<file path="src/rtl/usb_link_pkg.sv">
// Shared types for the link state monitor.
// Assumes: the state codes are visible at the top port and must keep their values.
package usb_link_pkg;

    typedef enum logic [1:0] {
        LINK_DETACHED  = 2'd0,
        LINK_BUS_RESET = 2'd1,
        LINK_SUSPENDED = 2'd2,
        LINK_ACTIVE    = 2'd3
    } link_state_e;

    typedef struct packed {
        logic detach;
        logic bus_reset;
        logic suspend;
        logic resume;
        logic host_lost;
    } link_events_t;

endpackage

</file>
<file path="src/rtl/usb_line_decode.sv">
// Classifies the received line pair into SE0 and idle J.
// Assumes: rx_dp/rx_dn are already recovered and synchronous to the line clock;
// J is D+ high with D- low (full-speed polarity).
module usb_line_decode (
    input  logic rx_dp,
    input  logic rx_dn,
    output logic line_se0,
    output logic line_j
);

    // Decode the two symbols the duration timers care about.
    always_comb begin
        line_se0 = !rx_dp && !rx_dn;
        line_j   = rx_dp && !rx_dn;
    end

endmodule

</file>
<file path="src/rtl/usb_hold_timer.sv">
// Measures how long a condition has held without a break. The counter clears
// whenever run is low and saturates at LIMIT. expired is high in the cycle that is
// the LIMIT-th consecutive run cycle, and only once per unbroken run.
// Assumes: LIMIT >= 2.
module usb_hold_timer #(
    parameter int LIMIT = 144
) (
    input  logic clk,
    input  logic rst_n,
    input  logic run,
    output logic expired
);

    localparam int            CW   = $clog2(LIMIT + 1);
    localparam logic [CW-1:0] LAST = CW'(LIMIT - 1);
    localparam logic [CW-1:0] FULL = CW'(LIMIT);

    logic [CW-1:0] cnt_q;

    // Count consecutive run cycles, clearing on a break and saturating at LIMIT.
    always_ff @(posedge clk) begin
        if (!rst_n)           cnt_q <= '0;
        else if (!run)        cnt_q <= '0;
        else if (cnt_q != FULL) cnt_q <= cnt_q + 1'b1;
    end

    // Flag the cycle in which the run reaches its LIMIT-th cycle.
    always_comb expired = run && (cnt_q == LAST);

    p_count_bound_r9: assert property (@(posedge clk) disable iff (!rst_n)
        cnt_q <= FULL);
    p_single_expire_r9: assert property (@(posedge clk) disable iff (!rst_n)
        expired |=> !expired);
    p_break_clears_r3: assert property (@(posedge clk) disable iff (!rst_n)
        !run |=> cnt_q == '0);

endmodule

</file>
<file path="src/rtl/usb_link_fsm.sv">
// Link state machine. It combines the sense level, the line symbols and the three
// timer expiries into the link state and registered one-cycle event pulses.
// Priority: a lost VBUS wins, then bus-reset detection, then per-state moves.
// Assumes: the expiry inputs come from usb_hold_timer instances (single pulses).
module usb_link_fsm
    import usb_link_pkg::*;
(
    input  logic         clk,
    input  logic         rst_n,
    input  logic         sense,
    input  logic         line_se0,
    input  logic         line_j,
    input  logic         se0_done,
    input  logic         idle_done,
    input  logic         sof_done,
    output link_state_e  state,
    output link_events_t events
);

    link_state_e  state_q, state_d;
    link_events_t ev_q, ev_d;

    // Choose the next link state by priority.
    always_comb begin
        state_d = state_q;
        if (!sense)        state_d = LINK_DETACHED;
        else if (se0_done) state_d = LINK_BUS_RESET;
        else begin
            case (state_q)
                LINK_BUS_RESET: if (!line_se0) state_d = LINK_ACTIVE;
                LINK_ACTIVE:    if (idle_done) state_d = LINK_SUSPENDED;
                LINK_SUSPENDED: if (!line_j)   state_d = LINK_ACTIVE;
                default:        state_d = state_q;
            endcase
        end
    end

    // Derive the event pulses from the transition being taken.
    always_comb begin
        ev_d.detach    = (state_q != LINK_DETACHED) && (state_d == LINK_DETACHED);
        ev_d.bus_reset = sense && se0_done;
        ev_d.suspend   = (state_q == LINK_ACTIVE) && (state_d == LINK_SUSPENDED);
        ev_d.resume    = (state_q == LINK_SUSPENDED) && (state_d != LINK_SUSPENDED);
        ev_d.host_lost = sof_done && (state_q == LINK_ACTIVE) && (state_d == LINK_ACTIVE);
    end

    // Register the state and the events.
    always_ff @(posedge clk) begin
        if (!rst_n) begin
            state_q <= LINK_DETACHED;
            ev_q    <= '0;
        end else begin
            state_q <= state_d;
            ev_q    <= ev_d;
        end
    end

    assign state  = state_q;
    assign events = ev_q;

    p_detach_on_sense_r2: assert property (@(posedge clk) disable iff (!rst_n)
        !sense |=> state_q == LINK_DETACHED);
    p_detach_once_r2: assert property (@(posedge clk) disable iff (!rst_n)
        ev_q.detach |=> !ev_q.detach);
    p_reset_state_r3: assert property (@(posedge clk) disable iff (!rst_n)
        ev_q.bus_reset |-> state_q == LINK_BUS_RESET);
    p_reset_exit_r4: assert property (@(posedge clk) disable iff (!rst_n)
        (state_q == LINK_BUS_RESET && sense && !line_se0) |=> state_q == LINK_ACTIVE);
    p_suspend_origin_r5: assert property (@(posedge clk) disable iff (!rst_n)
        ev_q.suspend |-> (state_q == LINK_SUSPENDED && $past(state_q) == LINK_ACTIVE));
    p_resume_on_exit_r6: assert property (@(posedge clk) disable iff (!rst_n)
        (state_q != LINK_SUSPENDED && $past(state_q) == LINK_SUSPENDED) |-> ev_q.resume);
    p_host_lost_active_r7: assert property (@(posedge clk) disable iff (!rst_n)
        ev_q.host_lost |-> state_q == LINK_ACTIVE);
    p_excl_events_r9: assert property (@(posedge clk) disable iff (!rst_n)
        $onehot0({ev_q.bus_reset, ev_q.suspend, ev_q.host_lost}));

endmodule

</file>
<file path="src/rtl/usb_link_monitor.sv">
// Top of the link state monitor: line decode, three duration timers (SE0, idle J,
// start-of-frame gap) and the link state machine. The pullup request follows the
// enable directly.
// Assumes: 48 MHz clock; the default cycle counts are 3 us, 3 ms and 4.096 ms.
module usb_link_monitor #(
    parameter int SE0_CYCLES     = 144,
    parameter int IDLE_CYCLES    = 144000,
    parameter int SOF_GAP_CYCLES = 196608
) (
    input  logic       clk,
    input  logic       rst_n,
    input  logic       vbus_sense,
    input  logic       if_enable,
    input  logic       rx_dp,
    input  logic       rx_dn,
    input  logic       sof_pulse,
    output logic [1:0] link_state,
    output logic       ev_disconnect,
    output logic       ev_reset,
    output logic       ev_suspend,
    output logic       ev_resume,
    output logic       ev_host_lost,
    output logic       dp_pullup
);
    import usb_link_pkg::*;

    logic         line_se0, line_j;
    logic         se0_done, idle_done, sof_done, sof_run;
    link_state_e  state;
    link_events_t events;

    usb_line_decode u_decode (
        .rx_dp    (rx_dp),
        .rx_dn    (rx_dn),
        .line_se0 (line_se0),
        .line_j   (line_j)
    );

    usb_hold_timer #(.LIMIT(SE0_CYCLES)) u_se0_timer (
        .clk (clk), .rst_n (rst_n), .run (line_se0), .expired (se0_done)
    );

    usb_hold_timer #(.LIMIT(IDLE_CYCLES)) u_idle_timer (
        .clk (clk), .rst_n (rst_n), .run (line_j), .expired (idle_done)
    );

    // The frame-gap timer only runs while active and restarts on every SOF.
    always_comb sof_run = (state == LINK_ACTIVE) && !sof_pulse;

    usb_hold_timer #(.LIMIT(SOF_GAP_CYCLES)) u_sof_timer (
        .clk (clk), .rst_n (rst_n), .run (sof_run), .expired (sof_done)
    );

    usb_link_fsm u_fsm (
        .clk       (clk),
        .rst_n     (rst_n),
        .sense     (vbus_sense),
        .line_se0  (line_se0),
        .line_j    (line_j),
        .se0_done  (se0_done),
        .idle_done (idle_done),
        .sof_done  (sof_done),
        .state     (state),
        .events    (events)
    );

    // Map the internal types onto plain output ports.
    always_comb begin
        link_state    = state;
        ev_disconnect = events.detach;
        ev_reset      = events.bus_reset;
        ev_suspend    = events.suspend;
        ev_resume     = events.resume;
        ev_host_lost  = events.host_lost;
        dp_pullup     = if_enable;
    end

endmodule

</file>
<file path="config.mk">
export PLATFORM = sky130hd
export DESIGN_NAME = usb_link_monitor
export DESIGN_NICKNAME = d
export VERILOG_FILES = /design/src/rtl/usb_link_pkg.sv /design/src/rtl/usb_line_decode.sv /design/src/rtl/usb_hold_timer.sv /design/src/rtl/usb_link_fsm.sv /design/src/rtl/usb_link_monitor.sv
export SDC_FILE = /design/constraint.sdc
export NUM_CORES = 1
export LEC_CHECK = 0
export BUFFER_PORTS_ARGS = -buffer_cell sky130_fd_sc_hd__buf_2
export CAP_MARGIN = 20
export CORE_ASPECT_RATIO = 1.5
export CORE_MARGIN = 2
export CORE_UTILIZATION = 39
export CTS_BUF_LIST = sky130_fd_sc_hd__clkbuf_8
export DETAILED_ROUTE_END_ITERATION = 8
export PLACE_DENSITY = 0.53
export SYNTH_ARGS = -nofsm -noshare
export SYNTH_HDL_FRONTEND = slang
export SYNTH_HIERARCHICAL = 1
export SYNTH_SLANG_ARGS = --single-unit
</file>
<file path="constraint.sdc">
create_clock -name clk -period 1.96 [get_ports clk]
set_input_delay 0.294 -clock clk [delete_from_list [all_inputs] [get_ports clk]]
set_output_delay 0.294 -clock clk [all_outputs]
set_load 0.02 [all_outputs]
</file>
==> metrics.cfg, run 1 <==
[status]
status = finished clean

[logic_synthesis]
ys_ff_latch = 51
syn_area_per_cell_sq_um = 8.75
synth_area_leaders = dfxtp_1, xnor2_1, nor2_1
ys_seq_area_share_pct = 40.7
syn_nets = 300
synthArstFlopShare_pct = 0
synth_top_area_share_pct = 40.7
synthFlopType = dfxtp_1
yosysWarnings = 6
synth_edf_count = 0
synthCells = 287
synthDistinctLibCells = 53
syn_area_sq_um = 2510
yosysTopAreaCell = dfxtp_1

[global_route]
overflow = 0
track_usage_pct = 15.9
antenna_found_initial = 0
grt_max_degree = 17
grt_pass1_vias = 2070
grt_pass1_wl_microns = 9160

[cells_and_area]
stdcell_count = 383
final_common_cell = dfxtp_1
multi_input_area_sq_um = 1420
fin_nets = 321
diodes = 0
regArea_sq_um = 1020
mostFrequentLayoutCells = dfxtp_1, nor2_1, nand2_1
area_growth_pct = 10.5
fillerInstances = 631
drive_gt1_share_pct = 13.3
fin_util_pct = 44.9

[clock_tree]
clk_path_buf_depth = 2
cts_root_buf = clkbuf_8
post-cts-setup-buffers = 0
ctsResizeCount = 0
insertion_delay_ns = 0.30
htreeDepth = 2
clock-sinks = 51
cts-hold-fix-buffers = 0
cts_tree = yes
cts.clk_slew.worst_paths_ns = 0.09
cts_made_buffers = 5

[timing]
setup_viol = 0
timing.hold.ws_ns = 0.272
clock_skew_ns = 0.00361
drv_slew = 0
tightest_slew_ns = 0.561
fin_crit_sh_pct = 93.5
slew_headroom_pct = 62.5
hold_violations = 0
finalSetupTns_ns = 0
min_period_ns = 1.83
fmax_ghz = 0.546
rsz0062_at_grt = no

[worst_setup_path]
crit_fanout = 6
reg2reg_slack_ns = 0.13
cp.arrival_ns = 2.03
crit_type = reg2reg
cp-end-kind = register
cp.required_ns = 2.16
startpoint_type = register

[power_and_ir_drop]
p_clk_share_pct = 35.5
cellInternalPower_mw = 1.30
comb_power_share_pct = 2.1
switching_share_pct = 22.3
p_leak_nw = 0.925
irDropWorstVdd_v = 0.000345
switchingPower_uw = 371
power_frac_seq_pct = 62.4
power.density_nw_per_um2 = 601

[floorplanning]
rows = 35
die_h_microns = 102
initial_core_util_pct = 40.7
ios = 15
fp.dieW_microns = 69.5
core-area_sq_um = 6170
die_area_sq_um = 7110

[flow_run]
drv_cap = 0

[placed_design]
dp.cells = 375
gp_congestion = 0.783
numPortBuffers = 12
post-dp-hpwl_microns = 3910

[drt]
viasPerCell = 5.37
vias = 2057
wl_microns = 5220
drc = 0
ant_nets = 0
drt_iter0_drc = 66
dr.pass1.iters = 4
avgRoutedWirePerCell_microns = 13.6

[min_path]
hp-class = in2reg

==> sequential cells by signal (all words and copies together) (netlist names) <==
register / flops
u_idle_timer/cnt_q: 18
u_se0_timer/cnt_q: 8
u_sof_timer/cnt_q: 18
u_fsm/events: 5
u_fsm/state: 2
==> Yosys cell counts (4+ instances only) <==
cell type,n
dfxtp_1,51
nor2_1,31
nand2_1,27
nor3_1,17
nand3_1,15
xnor2_1,15
inv_1,14
a21oi_1,11
nor4_1,10
o21ai_0,9
xor2_1,8
nand4_1,7
ha_1,6
nor4b_1,4
==> cells by family (layout without fill, tap and decap cells) <==
logic type,count (synthesis),count (layout),synth area share (%)
AND/OR/NAND/NOR,151,151,35.0
flip-flops,51,51,40.7
AO/OA/AOI/OAI,35,35,9.27
XOR/XNOR,23,23,8.02
buffers and inverters,18,40,2.84
adder cells (fa/ha/maj),6,6,2.99
multiplexers,3,3,1.20
==> power by group through the flow <==
| stage | clock [mW] | sequential, mW | combinational, mW |
|---|---|---|---|
| 2_1_floorplan | 0 | 1.06 | 0.0228 |
| 3_3_place_gp | 0 | 1.06 | 0.0359 |
| 3_5_place_dp | 0 | 1.06 | 0.0361 |
| 4_1_cts | 0.631 | 1.04 | 0.0361 |
| 5_1_grt | 0.673 | 1.04 | 0.0408 |
| 6_report | 0.591 | 1.04 | 0.0355 |
==> metrics by stage <==
stage,instance area [sq um],power [mW],setup slack (ns)
after floorplan,2510,1.09,0.148
after global placement,2690,1.10,0.201
after detailed placement,2690,1.10,0.145
after CTS,2770,1.71,0.136
after global routing,2770,1.76,0.0128
final,2770,1.67,0.127
==> metal layers <==
metal	up-vias	part of all wire (%)	track usage, %
met3	4	1.7	2.96
met5	-	0	0
met4	0	1.0	5.43
met1	961	43	16.7
li1	1080	-	-
met2	12	54	31.5
==> worst max-delay path: stages (launching register included) <==
cell	delay, ns
dfxtp_1	0.36
or3b_1	0.45
nor4_1	0.29
buf_4	0.19
nor2b_1	0.06
and4_1	0.21
and3_1	0.18
==> cell type report <==
class / instances / area share, %
Clock buffer: 5 / 2.48
Clock inverter: 3 / 0.541
Inverter: 14 / 1.89
Multi-Input combinational cell: 218 / 51.2
Sequential cell: 51 / 36.8
Tap cell: 74 / 3.34
Timing Repair Buffer: 18 / 3.79
==> final timing paths <==
check	from	to	cells past startpoint
worst max-delay path	u_se0_timer/cnt_q[5]	u_fsm/events[0]	6
worst min-delay path	vbus_sense	u_fsm/events[3]	2
worst max register to register	u_se0_timer/cnt_q[5]	u_fsm/events[0]	6
worst min register to register	u_se0_timer/cnt_q[7]	u_se0_timer/cnt_q[7]	2
Note: power is estimated with default switching activity, not from simulation.
==> inputs of run 2 (changes only) <==
--- a/config.mk
+++ b/config.mk
@@ -5,6 +5,7 @@
 export SDC_FILE = /design/constraint.sdc
 export NUM_CORES = 1
 export LEC_CHECK = 0
+export ABC_AREA = 1
 export BUFFER_PORTS_ARGS = -buffer_cell sky130_fd_sc_hd__buf_2
 export CAP_MARGIN = 20
 export CORE_ASPECT_RATIO = 1.5
==> constraint.sdc (replaced) <==
create_clock -name clk -period 1.5 [get_ports clk]
set_input_delay 0.225 -clock clk [delete_from_list [all_inputs] [get_ports clk]]
set_output_delay 0.225 -clock clk [all_outputs]
set_load 0.02 [all_outputs]
==> run 2 against run 1 <==
First-iteration DRC count grew 14%. Clock power grew 49%. Register-to-register slack lost 0.10 ns. Die area grew 11%. Worst hold slack lost 0.054 ns. Cell count grew 49%. Routed wire length grew 34%. Critical path type unchanged. Clock skew grew 0.0063 ns. Flip-flop and latch count is the same. Largest cell class unchanged. Maximum frequency grew 24%. Area after synthesis grew 12%. Critical endpoint is now u_fsm/events[2]. Count of clock-buffer cells in the layout grew 2.
==> metrics.cfg, run 2 <==
[status]
status = finished clean

[flow_run]
drv_cap = 0

[clock_tree]
clk_path_buf_depth = 2
cts_made_buffers = 5
cts_tree = yes
cts.clk_slew.worst_paths_ns = 0.10
cts-hold-fix-buffers = 0
cts_root_buf = clkbuf_8
clock-sinks = 51
insertion_delay_ns = 0.30
htreeDepth = 2

[min_path]
hold_end = u_fsm/events[3]
hold_start = vbus_sense
holdPathStages = 3
hp-class = in2reg

[worst_setup_path]
worstSetupStartpoint = u_idle_timer/cnt_q[9]
reg2reg_slack_ns = 0.03
rr_endpoint = u_fsm/events[2]
cp-end-kind = register
cp.arrival_ns = 1.72
cp.required_ns = 1.75
crit_type = reg2reg
r2r.worst_path.cells = 12
crit_fanout = 2
startpoint_type = register
r2r-start = u_idle_timer/cnt_q[9]

[timing]
clock_skew_ns = 0.00995
setup_viol = 0
drv_slew = 0
finalSetupTns_ns = 0
tightest_slew_ns = 0.382
min_period_ns = 1.47
fin_crit_sh_pct = 98.3
hold_violations = 0
slew_headroom_pct = 74.5
rsz0062_at_grt = yes
setup_ws_ns = 0.0257
fmax_ghz = 0.678

[power_and_ir_drop]
power_mw = 2.30
p_leak_nw = 1.38
irDropWorstVdd_v = 0.000482
power.density_nw_per_um2 = 671

[cells_and_area]
final_common_cell = nand2_1
diodes = 0
fin_util_pct = 49.3
reg.largest.list = u_idle_timer/cnt_q x18, u_sof_timer/cnt_q x18, u_se0_timer/cnt_q x8
drive_gt1_share_pct = 21.3
fin_nets = 504
area_growth_pct = 21.7
mostFrequentLayoutCells = nand2_1, nor2_1, inv_1

[logic_synthesis]
synth_edf_count = 0
ys_seq_area_share_pct = 36.3
syn_area_sq_um = 2810
syn_nets = 447
ys_ff_latch = 51
yosysTopAreaCell = dfxtp_1
synth_top_area_share_pct = 36.3
synth_area_leaders = dfxtp_1, nand2_1, nor2_1
synthTopCellsByCount = nand2_1, nor2_1, inv_1, dfxtp_1, nand3_1
synthCells = 434
synthFlopType = dfxtp_1
yosysMostFrequentCell = nand2_1
synthArstFlopShare_pct = 0
yosysWarnings = 6
synthDistinctLibCells = 27
syn_area_per_cell_sq_um = 6.48

[floorplanning]
rows = 37
die_area_sq_um = 7920
initial_core_util_pct = 40.5
fp.dieW_microns = 73.4
core-area_sq_um = 6940
ios = 15
die_h_microns = 108

[drt]
drt_iter0_drc = 75
avgRoutedWirePerCell_microns = 12.2
ant_nets = 0
wl_microns = 6970
dr.pass1.iters = 5
drc = 0
top_layer = met4
viasPerCell = 4.91
dr_wl_met2_microns = 3980
route.met3.wl_microns = 134
vias = 2801
wl_met1_microns = 2730

[placed_design]
gp_congestion = 0.879
numPortBuffers = 12
post-dp-hpwl_microns = 5540
post-place-ws_ns = -0.0929

[global_route]
track_usage_pct = 19.3
grt_max_degree = 16
grt_pass1_vias = 2797
overflow = 0
grt_pass1_wl_microns = 12000
antenna_found_initial = 0

## run 2: changes by cell type after synthesis, sizes merged, moves of 5 or more
cell	delta
o21ai	+8
xnor2	-14
nand3	+21
inv	+43
nor3	-8
xor2	-5
a21oi	+19
or3	-7
nor2	+63
nor4	-10
nand2	+79
## run 2: how the worst max path moves through the flow
| stage | cells past startpoint | to | slack [ns] |
|---|---|---|---|
| global route | 12 | u_fsm/events[2] | -0.10 |
| finish | 12 | u_fsm/events[2] | 0.03 |
| detailed placement | 11 | u_fsm/events[0] | -0.09 |
| CTS | 11 | u_fsm/events[2] | 0.01 |
| global placement | 11 | u_fsm/events[0] | -0.06 |
| floorplan | 12 | u_fsm/events[2] | 0.07 |
## run 2: routing by layer
| metal | up-vias | global-route usage, % |
|---|---|---|
| li1 | 1496 | - |
| met2 | 28 | 37.9 |
| met4 | 0 | 7.79 |
| met3 | 13 | 3.45 |
| met5 | - | 0 |
| met1 | 1264 | 19.1 |
## run 2: cell families after synthesis
| family | synth area share, % |
|---|---|
| flip-flops | 36.3 |
| adder cells (fa/ha/maj) | 2.67 |
| XOR/XNOR | 1.25 |
| AND/OR/NAND/NOR | 42.2 |
| AO/OA/AOI/OAI | 9.12 |
| buffers and inverters | 8.49 |
## run 2: power by group
part / internal [mW] / switching, mW / leakage (nW)
clock: 0.421 / 0.458 / 0.0505
sequential: 1.36 / 0.00228 / 0.413
combinational: 0.0240 / 0.0372 / 0.912
total: 1.80 / 0.497 / 1.38
## run 2: per-stage QoR
step	std cells	hold slack, ns	instance area (sq um)
after floorplan	434	0.345	2820
after global placement	561	0.450	3260
after detailed placement	561	0.450	3260
after CTS	570	0.193	3390
after global routing	570	0.183	3430
final	570	0.218	3430
## run 2: final cells by class
class | instances | area (sq um)
Sequential cell | 51 | 1030
Inverter | 57 | 214
Clock inverter | 1 | 7.51
Multi-Input combinational cell | 322 | 1610
Timing Repair Buffer | 54 | 375
Tap cell | 78 | 97.6
Clock buffer | 7 | 96.3
Fill cell | 737 | 3520
## run 2: worst max-delay path: stages, from the launching register on
cell and delay (ns):
dfxtp_2 0.35, inv_2 0.05, nor2_4 0.10, nand2_2 0.07, nor2_4 0.12, inv_2 0.06
nor4_4 0.25, nand2_1 0.07, nand2_1 0.08, nand3_2 0.07, nand2_2 0.09, inv_2 0.05
nor2_2 0.07
## run 2: timing repair
item / CTS / global route
setup buffers: 1 / 0
endpoints found under the setup margin: 5 / 12
gates resized for setup: 5 / 14
pin swaps: 2 / 9
